[src/rtl/dram_ref_pkg.sv]
package dram_ref_pkg;

  typedef enum logic [1:0] {
    MODE_ROW_ONLY = 2'b00,
    MODE_CBR      = 2'b01,
    MODE_HIDDEN   = 2'b10,
    MODE_CBR_ALT  = 2'b11
  } ref_mode_e;

  typedef enum logic [1:0] {
    ST_IDLE  = 2'b00,
    ST_LEAD  = 2'b01,
    ST_ACT   = 2'b10,
    ST_RECOV = 2'b11
  } ref_state_e;

endpackage

[src/rtl/ref_rst_sync.sv]
module ref_rst_sync (
  input  logic clk,
  input  logic rst_n,
  output logic rst_n_sync
);

  logic stage1_q;
  logic stage2_q;

  always_ff @(posedge clk or negedge rst_n) begin
    if (!rst_n) begin
      stage1_q <= 1'b0;
      stage2_q <= 1'b0;
    end else begin
      stage1_q <= 1'b1;
      stage2_q <= stage1_q;
    end
  end

  assign rst_n_sync = stage2_q;

endmodule

[src/rtl/ref_interval_timer.sv]
module ref_interval_timer #(
  parameter int INTERVAL = 3900,
  parameter int PEND_W   = 3
) (
  input  logic clk,
  input  logic rst_n,
  input  logic done_i,
  output logic req_o
);

  localparam int CNT_W = (INTERVAL > 2) ? $clog2(INTERVAL) : 1;
  localparam logic [CNT_W-1:0]  LAST     = CNT_W'(INTERVAL - 1);
  localparam logic [PEND_W-1:0] PEND_MAX = {PEND_W{1'b1}};

  logic [CNT_W-1:0]  cnt_q, cnt_d;
  logic [PEND_W-1:0] pend_q, pend_d;
  logic              tick;

  assign tick = (cnt_q == LAST);

  always_comb begin
    cnt_d = tick ? '0 : cnt_q + 1'b1;
  end

  always_comb begin
    pend_d = pend_q;
    unique case ({tick, done_i})
      2'b10:   if (pend_q != PEND_MAX) pend_d = pend_q + 1'b1;
      2'b01:   if (pend_q != '0)       pend_d = pend_q - 1'b1;
      default: pend_d = pend_q;
    endcase
  end

  always_ff @(posedge clk or negedge rst_n) begin
    if (!rst_n) begin
      cnt_q  <= '0;
      pend_q <= '0;
    end else begin
      cnt_q  <= cnt_d;
      pend_q <= pend_d;
    end
  end

  assign req_o = (pend_q != '0);


  req_fall_chk: assert property (@(posedge clk) disable iff (!rst_n)
    $fell(req_o) |-> $past(done_i));


  tick_req_chk: assert property (@(posedge clk) disable iff (!rst_n)
    (tick && !done_i) |=> req_o);


  pend_sat_chk: assert property (@(posedge clk) disable iff (!rst_n)
    (pend_q == PEND_MAX && !done_i) |=> pend_q == PEND_MAX);

endmodule

[src/rtl/ref_row_counter.sv]
module ref_row_counter #(
  parameter int ROW_BITS = 10
) (
  input  logic                clk,
  input  logic                rst_n,
  input  logic                step_i,
  output logic [ROW_BITS-1:0] row_o
);

  logic [ROW_BITS-1:0] row_q, row_d;

  always_comb begin
    row_d = step_i ? row_q + 1'b1 : row_q;
  end

  always_ff @(posedge clk or negedge rst_n) begin
    if (!rst_n) row_q <= '0;
    else        row_q <= row_d;
  end

  assign row_o = row_q;


  row_step_chk: assert property (@(posedge clk) disable iff (!rst_n)
    step_i |=> row_o == $past(row_o) + 1'b1);


  row_hold_chk: assert property (@(posedge clk) disable iff (!rst_n)
    !step_i |=> $stable(row_o));

endmodule

[src/rtl/ref_seq_fsm.sv]
module ref_seq_fsm
  import dram_ref_pkg::*;
#(
  parameter int T_RAS = 18,
  parameter int T_RP  = 13,
  parameter int T_CSR = 3
) (
  input  logic      clk,
  input  logic      rst_n,
  input  logic      req_i,
  input  logic      grant_i,
  input  ref_mode_e mode_i,
  output logic      ras_n_o,
  output logic      cas_n_o,
  output logic      done_o,
  output logic      row_step_o
);

  localparam int TMAX1 = (T_RAS > T_RP) ? T_RAS : T_RP;
  localparam int TMAX  = (TMAX1 > T_CSR) ? TMAX1 : T_CSR;
  localparam int TW    = $clog2(TMAX + 1);
  localparam int LW    = $clog2(T_RAS + 2);

  ref_state_e     st_q, st_d;
  ref_mode_e      mode_q, mode_d;
  logic [TW-1:0]  tcnt_q, tcnt_d;
  logic           last_cyc;

  assign last_cyc = (tcnt_q == '0);

  always_comb begin
    st_d   = st_q;
    mode_d = mode_q;
    tcnt_d = tcnt_q;
    done_o = 1'b0;
    unique case (st_q)
      ST_IDLE: begin
        if (req_i && grant_i) begin
          st_d   = ST_LEAD;
          mode_d = mode_i;
          tcnt_d = (mode_i == MODE_HIDDEN) ? TW'(T_RP - 1) : TW'(T_CSR - 1);
        end
      end
      ST_LEAD: begin
        if (last_cyc) begin
          st_d   = ST_ACT;
          tcnt_d = TW'(T_RAS - 1);
        end else begin
          tcnt_d = tcnt_q - 1'b1;
        end
      end
      ST_ACT: begin
        if (last_cyc) begin
          st_d   = ST_RECOV;
          tcnt_d = TW'(T_RP - 1);
        end else begin
          tcnt_d = tcnt_q - 1'b1;
        end
      end
      ST_RECOV: begin
        if (last_cyc) begin
          st_d   = ST_IDLE;
          done_o = 1'b1;
        end else begin
          tcnt_d = tcnt_q - 1'b1;
        end
      end
      default: st_d = ST_IDLE;
    endcase
  end

  always_ff @(posedge clk or negedge rst_n) begin
    if (!rst_n) begin
      st_q   <= ST_IDLE;
      mode_q <= MODE_CBR;
      tcnt_q <= '0;
    end else begin
      st_q   <= st_d;
      mode_q <= mode_d;
      tcnt_q <= tcnt_d;
    end
  end

  assign ras_n_o    = (st_q != ST_ACT);
  assign cas_n_o    = !(((st_q == ST_LEAD) || (st_q == ST_ACT)) && (mode_q != MODE_ROW_ONLY));
  assign row_step_o = done_o && (mode_q == MODE_ROW_ONLY);

  // checker state: length of the current RAS low pulse
  logic [LW-1:0] low_len_q;
  always_ff @(posedge clk or negedge rst_n) begin
    if (!rst_n)        low_len_q <= '0;
    else if (!ras_n_o) low_len_q <= low_len_q + 1'b1;
    else               low_len_q <= '0;
  end


  cas_first_chk: assert property (@(posedge clk) disable iff (!rst_n)
    $fell(cas_n_o) |-> ras_n_o);


  ras_width_chk: assert property (@(posedge clk) disable iff (!rst_n)
    $rose(ras_n_o) |-> low_len_q == LW'(T_RAS));


  done_idle_chk: assert property (@(posedge clk) disable iff (!rst_n)
    done_o |=> (ras_n_o && cas_n_o && !done_o));


  no_req_idle_chk: assert property (@(posedge clk) disable iff (!rst_n)
    (st_q == ST_IDLE && !req_i) |=> st_q == ST_IDLE);

  initial begin

    timing_param_chk: assert (T_RAS >= 1 && T_RP >= 1 && T_CSR >= 1);
  end

endmodule

[src/rtl/dram_refresh_sched.sv]
module dram_refresh_sched
  import dram_ref_pkg::*;
#(
  parameter int INTERVAL = 3900,
  parameter int PEND_W   = 3,
  parameter int ROW_BITS = 10,
  parameter int T_RAS    = 18,
  parameter int T_RP     = 13,
  parameter int T_CSR    = 3
) (
  input  logic                clk,
  input  logic                rst_n,
  input  logic                grant_i,
  input  logic [1:0]          mode_i,
  output logic                req_o,
  output logic                done_o,
  output logic                ras_n_o,
  output logic                cas_n_o,
  output logic                we_n_o,
  output logic [ROW_BITS-1:0] row_o
);

  logic rst_n_int;
  logic row_step;

  ref_rst_sync i_rst_sync (
    .clk        (clk),
    .rst_n      (rst_n),
    .rst_n_sync (rst_n_int)
  );

  ref_interval_timer #(
    .INTERVAL (INTERVAL),
    .PEND_W   (PEND_W)
  ) i_timer (
    .clk    (clk),
    .rst_n  (rst_n_int),
    .done_i (done_o),
    .req_o  (req_o)
  );

  ref_seq_fsm #(
    .T_RAS (T_RAS),
    .T_RP  (T_RP),
    .T_CSR (T_CSR)
  ) i_fsm (
    .clk        (clk),
    .rst_n      (rst_n_int),
    .req_i      (req_o),
    .grant_i    (grant_i),
    .mode_i     (ref_mode_e'(mode_i)),
    .ras_n_o    (ras_n_o),
    .cas_n_o    (cas_n_o),
    .done_o     (done_o),
    .row_step_o (row_step)
  );

  ref_row_counter #(
    .ROW_BITS (ROW_BITS)
  ) i_row (
    .clk    (clk),
    .rst_n  (rst_n_int),
    .step_i (row_step),
    .row_o  (row_o)
  );

  assign we_n_o = 1'b1;


  we_high_chk: assert property (@(posedge clk) disable iff (!rst_n_int)
    !cas_n_o |-> we_n_o);

endmodule

[config.mk]
export PLATFORM = sky130hd
export DESIGN_NAME = dram_refresh_sched
export DESIGN_NICKNAME = d
export VERILOG_FILES = /design/src/rtl/dram_ref_pkg.sv /design/src/rtl/ref_rst_sync.sv /design/src/rtl/ref_interval_timer.sv /design/src/rtl/ref_row_counter.sv /design/src/rtl/ref_seq_fsm.sv /design/src/rtl/dram_refresh_sched.sv
export SDC_FILE = /design/constraint.sdc
export NUM_CORES = 1
export LEC_CHECK = 0
export BUFFER_PORTS_ARGS = -buffer_cell sky130_fd_sc_hd__buf_2
export CAP_MARGIN = 20
export CORE_ASPECT_RATIO = 1.25
export CORE_MARGIN = 2
export CORE_UTILIZATION = 45
export DETAILED_ROUTE_END_ITERATION = 16
export PLACE_DENSITY_LB_ADDON = 0.2
export SKIP_LAST_GASP = 1
export SLEW_MARGIN = 20
export SYNTH_ARGS = -nofsm -noshare
export SYNTH_HDL_FRONTEND = slang
export SYNTH_SLANG_ARGS = --single-unit
[constraint.sdc]
create_clock -name clk -period 1.2 [get_ports clk]
set_input_delay 0.06 -clock clk [delete_from_list [all_inputs] [get_ports clk]]
set_output_delay 0.06 -clock clk [all_outputs]
set_load 0.02 [all_outputs]
# Word-level counts from Yosys, hierarchy flattened
# Cells that the tools add are included.
[classes] n_reduce_logical=15 eq_ne=16 n_mux=17 n_addsub=5
[op_table] operator="2-to-1 mux 5 bit" count=4
[op_table] operator="case mux 5 bit (4 select lines)" count=1
[op_table] operator="adder 12 x 1 -> 12 bit (second input constant)" count=1
[op_table] operator="== test 12 bit (second input constant)" count=1
[op_table] operator="2-to-1 mux 12 bit" count=1
[op_table] operator="!= test 2 x 1 -> 1 bit (second input constant)" count=6
[op_table] operator="adder 10 x 1 -> 10 bit (second input constant)" count=1
[op_table] operator="== test 2 bit (second input constant)" count=4
[op_table] operator="2-to-1 mux 2 bit" count=4
[op_table] operator="case mux 2 bit (4 select lines)" count=1
[op_table] operator="2-to-1 mux 3 bit" count=2
[op_table] operator="case mux 3 bit (2 select lines)" count=1
[op_table] operator="zero test 5 bit" count=1
[op_table] operator="subtractor 5 x 1 -> 5 bit (second input constant)" count=1
[op_table] operator="== test 2 x 1 -> 1 bit (second input constant)" count=2
[op_table] operator="zero test 2 bit" count=2
[op_table] operator="2-to-1 mux 4 bit" count=1
[op_table] operator="!= test 2 bit (second input constant)" count=2
[op_table] operator="AND reduction 2 bit" count=2
[op_table] operator="AND reduction 4 bit" count=1
[op_table] operator="nonzero test 2 bit" count=2
[op_table] operator="adder 3 x 1 -> 3 bit (second input constant)" count=1
[op_table] operator="logical AND 1 bit" count=3
[op_table] operator="!= test 3 bit (second input constant)" count=1
[op_table] operator="6 further kinds" count=7
[totals] input_bits=5 out_inout_bits=15 wordCells=61 register_bits=36

# Depth between registers and ports, before layout
# Gate-level depths: netlist of run 1.
[depth] ltp_word=6 mapped_depth=11

# Modules after synthesis
# Synthesis of run 1 repeated with hierarchy kept, for this count alone.
[unflattened] cells_unflattened=195 area_unflattened_um2=1988.2
[modules_own_cells] mod="ref_interval_timer" area_per_inst_um2=843.3 n_inst=1 seq_area_each_um2=375.4 cells_each=87
[modules_own_cells] mod="ref_seq_fsm" area_per_inst_um2=645.6 n_inst=1 seq_area_each_um2=226.5 cells_each=68
[modules_own_cells] mod="ref_row_counter" area_per_inst_um2=434.2 n_inst=1 seq_area_each_um2=250.2 cells_each=35
[modules_own_cells] mod="ref_rst_sync" area_per_inst_um2=53.8 n_inst=1 seq_area_each_um2=50.0 cells_each=3
[modules_own_cells] mod="dram_refresh_sched" area_per_inst_um2=11.3 n_inst=1 seq_area_each_um2=0.0 cells_each=2

# Worst setup path after synthesis of run 1
# OpenSTA, ideal clock, no wires.
[synth_timing] path_type="register to register" start="register i_fsm.tcnt_q[0]" end="register i_timer.pend_q[2]" arrival_ns=2.179 slack_ns=-1.102 path_buffers=0 setup_ns=0.123 path_stages_with_launch=12 required_time_ns=1.077 cell_sequence="dfrtp_1 -> inv_1 -> ha_1 -> nor4b_2 -> nand2_1 -> inv_1 -> ha_1 -> inv_1 -> fa_1 -> xnor2_1 -> nand2_1 -> xnor2_1"
[synth_via] elab_chain_len=6 word_cells_on_any_way=10 classes_between="eq/ne: 4; mux: 3; reduce/logical: 3"
[synth_rtl] item="start: declaration" line_no="ref_seq_fsm.sv:26" source="logic [TW-1:0] tcnt_q, tcnt_d;"
[synth_rtl] item="start signal: assignment" line_no="ref_seq_fsm.sv:80" source="tcnt_q <= tcnt_d;"
[synth_rtl] item="zero test 5 bit *" line_no="ref_seq_fsm.sv:29" source="assign last_cyc = (tcnt_q == '0);"
[synth_rtl] item="2-to-1 mux 1 bit *" line_no="ref_seq_fsm.sv:61" source="if (last_cyc) begin"
[synth_rtl] item="2-to-1 mux 1 bit *" line_no="ref_seq_fsm.sv:36" source="unique case (st_q)"
[synth_rtl] item="named net done_o" line_no="dram_refresh_sched.sv:16" source="output logic done_o,"
[synth_rtl] item="== test 2 x 1 -> 1 bit / == test 2 bit (equally long branches)" line_no="ref_interval_timer.sv:27" source="unique case ({tick, done_i})"
[synth_rtl] item="!= test 2 x 1 -> 1 bit (no line) / nonzero test 2 bit (equally long branches)"
[synth_rtl] item="AND reduction 3 bit (no line)"
[synth_rtl] item="end signal: assignment" line_no="ref_interval_timer.sv:40" source="pend_q <= pend_d;"
[synth_rtl] item="end: declaration" line_no="ref_interval_timer.sv:16" source="logic [PEND_W-1:0] pend_q, pend_d;"
# The timed path passes the listed nets; every way through them passes the cells marked *.
# A chain may end at the register's enable or synchronous reset.

# Worst setup path after layout of run 1
[layout_timing] start="register i_fsm.tcnt_q[0]" end="register i_timer.pend_q[2]"
[layout_via] elab_chain_len=6 word_cells_on_any_way=10 classes_between="eq/ne: 4; mux: 3; reduce/logical: 3"
[layout_rtl] item="zero test 5 bit *" line_no="ref_seq_fsm.sv:29"
[layout_rtl] item="2-to-1 mux 1 bit *" line_no="ref_seq_fsm.sv:61"
[layout_rtl] item="2-to-1 mux 1 bit *" line_no="ref_seq_fsm.sv:36"
[layout_rtl] item="== test 2 x 1 -> 1 bit / == test 2 bit (equally long branches)" line_no="ref_interval_timer.sv:27"
[layout_rtl] item="!= test 2 x 1 -> 1 bit (no line) / nonzero test 2 bit (equally long branches)"
[layout_rtl] item="AND reduction 3 bit (no line)"
# Mark *: on every way between the ends. The rest lies on a longest branch, timed or not.

==> results.cfg, run 1 <==
[outcome]
outcome = complete, but fails checks
violations = setup timing

[detailed_routing]
drc_errors = 0
dr_total_vias = 1783
final_antenna_net_count = 0
totalWireLength_um = 5590
viasPerCell = 5.23
drt_iter0_drc = 99
wl_per_cell_um = 16.4
first_pass_iters = 4

[synthesis]
syn_inst = 185
syn_area_per_cell_um2 = 10.2
ys_seq_elements = 36
synth_mux_area_frac = 0.0292
synth_edf_count = 0
synth_xor_area_frac = 0.0836
synth.cell_area_um2 = 1890
synthArstFlopShare = 1.00
synthAdderAreaFrac = 0.0703
ys_warn_count = 0
synthFlopType = dfrtp_1
ys_types = 45
synth_compound_area_frac = 0.0869
ys_seq_area_frac = 0.478
synth_top_family_by_area = simple AND/OR/NAND/NOR gates
yosys.area_share.simple = 0.212

[finish]
area_delta_synth_final_pct = 67.6
stdcell_area_um2 = 3160
num_antenna_cells = 0
drive_above_1_share = 0.586
num-nets-final = 299

[floorplanning]
fp.dieArea_um2 = 4730
io_pins = 20
die_h_um = 76.4
row_count = 26
fp.dieW_um = 61.9
coreArea_um2 = 4070
initial_core_util = 0.464

[global_routing]
antenna_found_initial = 0
overflow = 0
grt_usage = 0.245
grt_pass1_wl_um = 8630
grt_max_degree = 27
grt_pass1_vias = 1854

[pwr]
p_per_area_nw_per_um2 = 735
ir_drop_v = 0.000757
p_leak_uw = 0.00149

[critical_path]
r2r_setup_slack_ns = -0.99
worst_setup_path_start_kind = flop
crit_type = flop to flop
reg2reg_to = i_timer.pend_q[2]
cp_max_fo = 2
endpoint_kind = flop
r2r_start = i_fsm.tcnt_q[0]
r2r_cells = 11
critPathArrivalTime_ns = 2.39
cp.required_ns = 1.40

[min_path]
min_path_cells = 2
hp-class = input port to flop
whs_endpoint = i_fsm.mode_q[1]
hp-start = mode_i[1]

[timing]
finClkSkew_ns = 0.00837
drv_slew = 0
post-route-min-period_ns = 2.19
fin_setup_tns_ns = -18.83
final-hold-violation-count = 0
setup_violations = 37
rsz0062_at_grt = true
setup_slack_ns = -0.985
max_freq_mhz = 458
period_share = 1.82

[clock_tree]
ctsHtreeMaxLevel = 2
clock_latency_ns = 0.29
cts_tree = yes
cts_buffers = 5
cts_sinks = 36
cts_max_path_buffers = 2
cts.clk_slew.worst_paths_ns = 0.08
clock_tree.root_cell = clkbuf_8

[place]
io_buffers = 18
place.gp.congestion = 0.867
post-dp-hpwl_um = 3270
placement.cell_area_um2 = 2530

[run]
cap_violations = 0
==> registers in the layout (all words and copies together) (netlist names) <==
name / flops
i_fsm.tcnt_q: 5
i_fsm.st_q: 2
i_timer.pend_q: 3
i_rst_sync.stage1_q: 1
i_fsm.mode_q: 2
i_row.row_o: 10
i_rst_sync.rst_n_sync: 1
i_timer.cnt_q: 12
==> Yosys cell counts (2+ instances only) <==
library cell | instances | area [um2]
mux2_2 | 4 | 45.0
xor2_1 | 8 | 70.1
buf_4 | 2 | 15.0
nand4_1 | 6 | 37.5
nand3_1 | 7 | 35.0
dfrtp_1 | 35 | 876
nor3_1 | 9 | 45.0
clkbuf_1 | 2 | 7.51
ha_1 | 9 | 113
nor2_1 | 21 | 78.8
and3_1 | 2 | 12.5
o21ai_1 | 3 | 15.0
nand2_1 | 15 | 56.3
and2_1 | 3 | 18.8
o21ai_0 | 6 | 30.0
a21oi_1 | 4 | 20.0
inv_1 | 12 | 45.0
xnor2_1 | 10 | 87.6
==> worst max-delay path by stage <==
| stage | cells after the start | slack, ns | from | endpoint |
|---|---|---|---|---|
| final | 11 | -0.99 | i_fsm.tcnt_q[0] | i_timer.pend_q[2] |
| after global routing | 11 | -1.10 | i_fsm.tcnt_q[1] | i_timer.pend_q[2] |
| after CTS | 10 | -0.95 | i_timer.cnt_q[6] | i_timer.pend_q[2] |
| after detailed placement | 10 | -0.94 | i_timer.cnt_q[6] | i_timer.pend_q[2] |
| after global placement | 10 | -0.86 | i_timer.cnt_q[6] | i_timer.pend_q[2] |
| after floorplan | 7 | -1.02 | i_timer.cnt_q[6] | i_timer.pend_q[2] |
==> routing by layer <==
| metal | track usage | share of wire | vias to the layer above |
|---|---|---|---|
| li1 | - | - | 834 |
| met1 | 0.278 | 0.37 | 887 |
| met2 | 0.420 | 0.57 | 47 |
| met3 | 0.0560 | 0.035 | 15 |
| met4 | 0.102 | 0.025 | 0 |
| met5 | 0 | 0 | - |
==> repair_timing <==
item                       4_1_cts  5_1_grt
hold buffers                     1        0
setup endpoints to repair       37       38
hold endpoints to repair         2        0
setup buffers                   17       10
pin swaps                       23       20
gates cloned                     1        0
resized for setup               69       26
==> cells in the final DEF, fill, tap and decap left out, types with 2 or more instances in the layout <==
master | Yosys | layout
xor2_1 | 8 | 7
nand2_2 | 0 | 3
nand3_1 | 7 | 2
mux2_2 | 4 | 2
nor3_4 | 0 | 3
nor3_1 | 9 | 3
ha_1 | 9 | 3
dfrtp_1 | 35 | 35
buf_2 | 0 | 16
xnor2_1 | 10 | 10
inv_2 | 1 | 5
o21ai_1 | 3 | 3
inv_4 | 0 | 3
a21oi_1 | 4 | 2
ha_4 | 0 | 5
nand2_1 | 15 | 11
buf_6 | 0 | 25
o21ai_2 | 0 | 5
inv_1 | 12 | 5
nand3_4 | 0 | 3
clkbuf_8 | 0 | 5
conb_1 | 1 | 2
nand3_2 | 0 | 2
and2_1 | 3 | 2
nand4_1 | 6 | 6
a21oi_2 | 0 | 2
buf_4 | 2 | 53
mux2_4 | 0 | 2
nor2_4 | 0 | 5
nor3_2 | 0 | 3
nor2_2 | 0 | 6
nor2_1 | 21 | 10
==> where the power goes <==
group	total, uW	internal, uW	leakage [uW]	switching (uW)
combinational	48.0	12.8	0.000974	35.2
clock	1060	617	0.0000552	442
sequential	1220	1220	0.000464	1.33
==> cell families (layout without fill, tap and decap cells) <==
kind of cell / Yosys count / count (layout)
AND/OR/NAND/NOR: 74 / 74
other: 1 / 2
multiplexers: 5 / 5
AO/OA/AOI/OAI: 24 / 24
buffers and inverters: 17 / 116
flip-flops: 36 / 36
XOR/XNOR: 18 / 18
adder cells (fa/ha/maj): 10 / 10
==> critical path, stage by stage (launching register included) <==
cell and delay (ns):
dfrtp_1 0.40, inv_2 0.09, ha_4 0.14, nor4b_4 0.25, nand2_1 0.15, inv_2 0.12, ha_4 0.15, inv_2 0.03
fa_1 0.37, xnor2_1 0.14, nand2_1 0.09, xnor2_1 0.18
==> final cells by class <==
cell class	count	area [um2]
sequential	36	902
tap	56	70.1
fill	241	906
inverter	13	56.3
timing repair buffer	95	769
clock inverter	2	35.0
clock buffer	6	72.6
multi-input combinational	133	1250
==> per-stage QoR <==
stage	hold slack (ns)	cells	power [uW]	utilization	setup slack, ns
6_report	0.0233	341	2320	0.777	-0.985
5_1_grt	0.0108	341	2400	0.777	-1.10
4_1_cts	0.0147	336	2340	0.743	-0.950
3_5_place_dp	-0.153	312	1280	0.623	-0.937
3_3_place_gp	-0.155	312	1280	0.623	-0.856
2_1_floorplan	-0.236	186	1260	-	-1.02
Power figures use the tool's default switching activity.
==> run 2, diff against run 1 <==
==> constraint.sdc (replaced) <==
create_clock -name clk -period 1.2 [get_ports clk]
set_input_delay 0 -clock clk [delete_from_list [all_inputs] [get_ports clk]]
set_output_delay 0 -clock clk [all_outputs]
set_load 0.02 [all_outputs]
==> run 2 against run 1 <==
  * The run still ends with setup timing left
  * Register-to-register slack better by 0.02 ns
  * Hold slack worse by 0.0018 ns
  * Utilization is 0.52 points higher
  * Fmax is 0.99% higher
  * Combinational power is 13% higher
  * Clock power hardly changed
  * Largest cell class unchanged
==> results.cfg, run 2 (same netlist as run 1, synthesis figures left out) <==
[outcome]
outcome = complete, but fails checks
violations = setup timing

[floorplanning]
fp.dieArea_um2 = 4730
row_count = 26
fp.dieW_um = 61.9
io_pins = 20
initial_core_util = 0.464
die_h_um = 76.4
coreArea_um2 = 4070

[timing]
post-route-min-period_ns = 2.16
setup_slack_ns = -0.964
final-hold-violation-count = 0
max_freq_mhz = 462
drv_slew = 0
period_share = 1.80
finClkSkew_ns = 0.0105
timing.hold.ws_ns = 0.0215
setup_violations = 36
fin_setup_tns_ns = -18.93
rsz0062_at_grt = true

[detailed_routing]
drt_iter0_drc = 153
topRoutingLayerUsed = met4
wl_per_cell_um = 17.7
totalWireLength_um = 6090
drc_errors = 0
detailroute.wirelength.met2_um = 3360
viasPerCell = 5.36
final_antenna_net_count = 0
first_pass_iters = 4
dr_total_vias = 1844
routedLengthMet1_um = 2310
dr_wl_met3_um = 186

[global_routing]
overflow = 0
grt_pass1_wl_um = 8890
grt_max_degree = 27
grt_pass1_vias = 1882
antenna_found_initial = 0
grt_usage = 0.254

[min_path]
hp-class = input port to async pin

[critical_path]
reg2reg_to = i_timer.pend_q[1]
r2r_setup_slack_ns = -0.96
slowest_stage = or4b_4
r2r_cells = 8
cp_max_fo = 2
slowest_delay_ns = 0.55
endpoint_kind = flop
path_delay_family = simple AND/OR/NAND/NOR gates
cp.required_ns = 1.40
crit_type = flop to flop
cp.depth = 8
r2r_start = i_timer.cnt_q[6]
critPathArrivalTime_ns = 2.37
worst_setup_path_start_kind = flop
crit_buf_inv = 3
crit_path_cell_trace = or4b_4 -> nor4_4 -> buf_4 -> inv_4 -> ha_4 -> inv_2 -> fa_1 -> a21oi_1

[pwr]
p_leak_uw = 0.00151
ir_drop_v = 0.000595
p_per_area_nw_per_um2 = 728

[place]
dp_slack_ns = -0.937
post-place-cells = 312
io_buffers = 18
placement.cell_area_um2 = 2530
post-dp-hpwl_um = 3270
place.gp.congestion = 0.867

[clock_tree]
cts_max_path_buffers = 2
clock_tree.root_cell = clkbuf_8
cts.clk_slew.worst_paths_ns = 0.06
cts_tree = yes
clock_latency_ns = 0.29
cts_sinks = 36
cts_buffers = 5
ctsHtreeMaxLevel = 2

[finish]
final_common_cell = buf_4
regMostFlops = i_timer.cnt_q
stdcell_area_um2 = 3180
most-common-layout-cells = 54 x buf_4, 35 x dfrtp_1, 25 x buf_6
instances_no_fill = 344
num-nets-final = 302
fill_cells = 234
drive_above_1_share = 0.580
num_antenna_cells = 0
largest_register_ffs = 12
area_delta_synth_final_pct = 68.7

[run]
cap_violations = 0
[run 2: cell types whose count changed in the layout (fill, tap and decap cells not counted), sizes merged]
cell,delta
buf,+1
dlygate4sd3,+2
[run 2: timing repair]
action                                 4_1_cts  5_1_grt
resized for setup                           66       27
endpoints found under the hold margin        4        0
gates cloned                                 1        0
setup buffers                               17       10
pin swaps                                   22       15
hold buffers                                 3        0
setup endpoints to repair                   37       38
[run 2: worst max-delay path by stage]
stage	slack (ns)	from	end
floorplan	-1.02	i_timer.cnt_q[6]	i_timer.pend_q[2]
global placement	-0.86	i_timer.cnt_q[6]	i_timer.pend_q[2]
detailed placement	-0.94	i_timer.cnt_q[6]	i_timer.pend_q[2]
CTS	-0.95	i_timer.cnt_q[6]	i_timer.pend_q[2]
global route	-1.10	i_timer.cnt_q[6]	i_timer.pend_q[2]
finish	-0.96	i_timer.cnt_q[6]	i_timer.pend_q[1]
[run 2: cell type report]
| class | instances | area [um2] | share of cell area |
|---|---|---|---|
| clock inverters | 2 | 35.0 | 0.0110 |
| repair buffers | 98 | 797 | 0.250 |
| inverters | 13 | 56.3 | 0.0177 |
| clock buffers | 6 | 72.6 | 0.0228 |
| well taps | 56 | 70.1 | 0.0220 |
| multi-input cells | 133 | 1250 | 0.392 |
| flip-flops and latches | 36 | 902 | 0.284 |
[run 2: worst reg2reg max path, stage by stage (launching register included)]
cell and delay [ns]:
dfrtp_1 0.38, or4b_4 0.55, nor4_4 0.18, buf_4 0.19, inv_4 0.05, ha_4 0.15
inv_2 0.04, fa_1 0.40, a21oi_1 0.14
[run 2: through the flow]
stage                     utilization  power [uW]
final                           0.782        2320
after CTS                       0.747        2350
after global placement          0.623        1280
after detailed placement        0.623        1280
after floorplan                     -        1260
after global routing            0.782        2410
[run 2: routing by layer]
metal / global-route usage / vias to the layer above
li1: - / 839
met1: 0.292 / 928
met2: 0.445 / 57
met3: 0.0458 / 20
met4: 0.0936 / 0
met5: 0 / -
[run 2: power breakdown]
group	switching (uW)	internal [uW]	leakage, uW
registers	1.33	1220	0.000464
clock network	429	617	0.0000552
logic	37.3	17.1	0.000990
==> run 3, diff against run 2 <==
CORE_MARGIN = 8   (was 2)
==> run 3 against run 2 <==
  * The run still ends with setup timing left
  * Fmax rose by 2.2%
  * Global-route usage decreased by 8.2 points
  * Clock skew is 0.0025 ns lower
  * First-iteration DRC count is 34% lower
  * Critical path type unchanged
  * Critical endpoint is now i_timer.pend_q[2]
  * Largest cell class unchanged
==> results.cfg, run 3 (same netlist as run 1, synthesis figures left out) <==
[outcome]
outcome = complete, but fails checks
violations = setup timing

[timing]
rsz0062_at_grt = true
finClkSkew_ns = 0.00807
final-hold-violation-count = 0
post-route-min-period_ns = 2.12
drv_slew = 0
setup_slack_ns = -0.917
setup_violations = 35
max_freq_mhz = 472
period_share = 1.76

[detailed_routing]
topRoutingLayerUsed = met4
dr_total_vias = 1794
totalWireLength_um = 5630
drt_iter0_drc = 101
dr_wl_met3_um = 188
drc_errors = 0
routedLengthMet1_um = 2170
final_antenna_net_count = 0
wl_per_cell_um = 16.5
viasPerCell = 5.26
first_pass_iters = 5
detailroute.wirelength.met2_um = 3050

[critical_path]
critPathMostFrequentCell = inv_2
critPathArrivalTime_ns = 2.31
slowest_stage = dfrtp_1
cp.required_ns = 1.39
cp_max_fo = 2
crit_buf_inv = 3
endpoint_kind = flop
crit_path_cell_trace = inv_2 -> ha_4 -> nor4b_4 -> nand2_1 -> inv_2 -> ha_4 -> inv_2 -> fa_1 -> xnor2_1 -> nand2_1 -> xnor2_1
path_delay_family = adder cells
slowest_delay_ns = 0.42
worst_setup_path_start_kind = flop
crit_type = flop to flop

[clock_tree]
cts_buffers = 5
clock_latency_ns = 0.30
cts_max_path_buffers = 2
ctsHtreeMaxLevel = 2
cts.clk_slew.worst_paths_ns = 0.08
cts_sinks = 36
clock_tree.root_cell = clkbuf_8
cts_tree = yes

[finish]
largest_register_ffs = 12
area_delta_synth_final_pct = 67.6
fill_cells = 236
drive_above_1_share = 0.586
num-nets-final = 299
num_antenna_cells = 0
final_common_cell = buf_4
regMostFlops = i_timer.cnt_q
most-common-layout-cells = 52 x buf_4, 33 x dfrtp_1, 23 x buf_6
stdcell_area_um2 = 3160
fin_util = 0.777

[global_routing]
grt_max_degree = 27
grt_pass1_vias = 1874
antenna_found_initial = 0
overflow = 0
grt_pass1_wl_um = 8540
grt_usage = 0.172

[floorplanning]
fp.dieArea_um2 = 6530
coreArea_um2 = 4070
initial_core_util = 0.464
fp.dieW_um = 73.9
die_h_um = 88.4
io_pins = 20
row_count = 26

[pwr]
p_leak_uw = 0.00152
p_per_area_nw_per_um2 = 690
ir_drop_v = 0.000787
power.total_uw = 2180

[run]
cap_violations = 0

[place]
place.gp.congestion = 0.851
placement.cell_area_um2 = 2520
dp_slack_ns = -0.912
post-dp-hpwl_um = 3410
io_buffers = 18

[min_path]
hp-class = input port to flop
[run 3: where the power goes]
part           internal [uW]  switching (uW)
clock                    458             449
combinational           18.9            36.2
sequential              1220            1.27
[run 3: final cells by class]
type | count | area, um2 | share of cell area
clock buffers | 6 | 82.6 | 0.0261
clock inverters | 2 | 10.0 | 0.00317
inverters | 13 | 61.3 | 0.0194
multi-input cells | 133 | 1250 | 0.396
flip-flops and latches | 36 | 905 | 0.286
well taps | 56 | 70.1 | 0.0222
repair buffers | 95 | 779 | 0.247
[run 3: worst paths after layout]
| kind | slack, ns | end | start | cells after the start |
|---|---|---|---|---|
| setup / recovery | -0.92 | i_timer.pend_q[2] | i_fsm.tcnt_q[0] | 11 |
| hold / removal | 0.1 | i_fsm.mode_q[1] | grant_i | 3 |
| setup reg to reg | -0.92 | i_timer.pend_q[2] | i_fsm.tcnt_q[0] | 11 |
| hold reg to reg | 0.18 | i_timer.pend_q[2] | i_rst_sync.rst_n_sync | 1 |
| max in group asynchronous | 0.54 | i_rst_sync.rst_n_sync | rst_n | 3 |
| min in group asynchronous | 0.18 | i_timer.pend_q[2] | i_rst_sync.rst_n_sync | 1 |
[run 3: tightest hold or removal path, delay by kind of cell]
family,cells,cell delay [ns]
simple gates,1,0.09
buf+inv,1,0.12
mux,1,0.15
[run 3: stage by stage]
step / hold WS [ns] / setup TNS (ns) / cells
after floorplan: -0.296 / -11.87 / 186
after global placement: -0.216 / -13.95 / 310
after detailed placement: -0.213 / -15.10 / 310
after CTS: 0.0758 / -16.43 / 332
after global routing: 0.0881 / -19.59 / 341
final: 0.0989 / -17.04 / 341
[run 3: repair_timing]
item,CTS,global route
buffers inserted,9,17
hold buffers,4,0
resized for setup,51,48
pin swaps,14,22
cloned,1,0
endpoints found under the hold margin,4,0
endpoints found under the setup margin,37,38
[run 3: metal layers]
| metal | up-vias | global-route usage |
|---|---|---|
| li1 | 839 | - |
| met5 | - | 0 |
| met1 | 881 | 0.170 |
| met4 | 0 | 0.100 |
| met2 | 47 | 0.317 |
| met3 | 27 | 0.0397 |
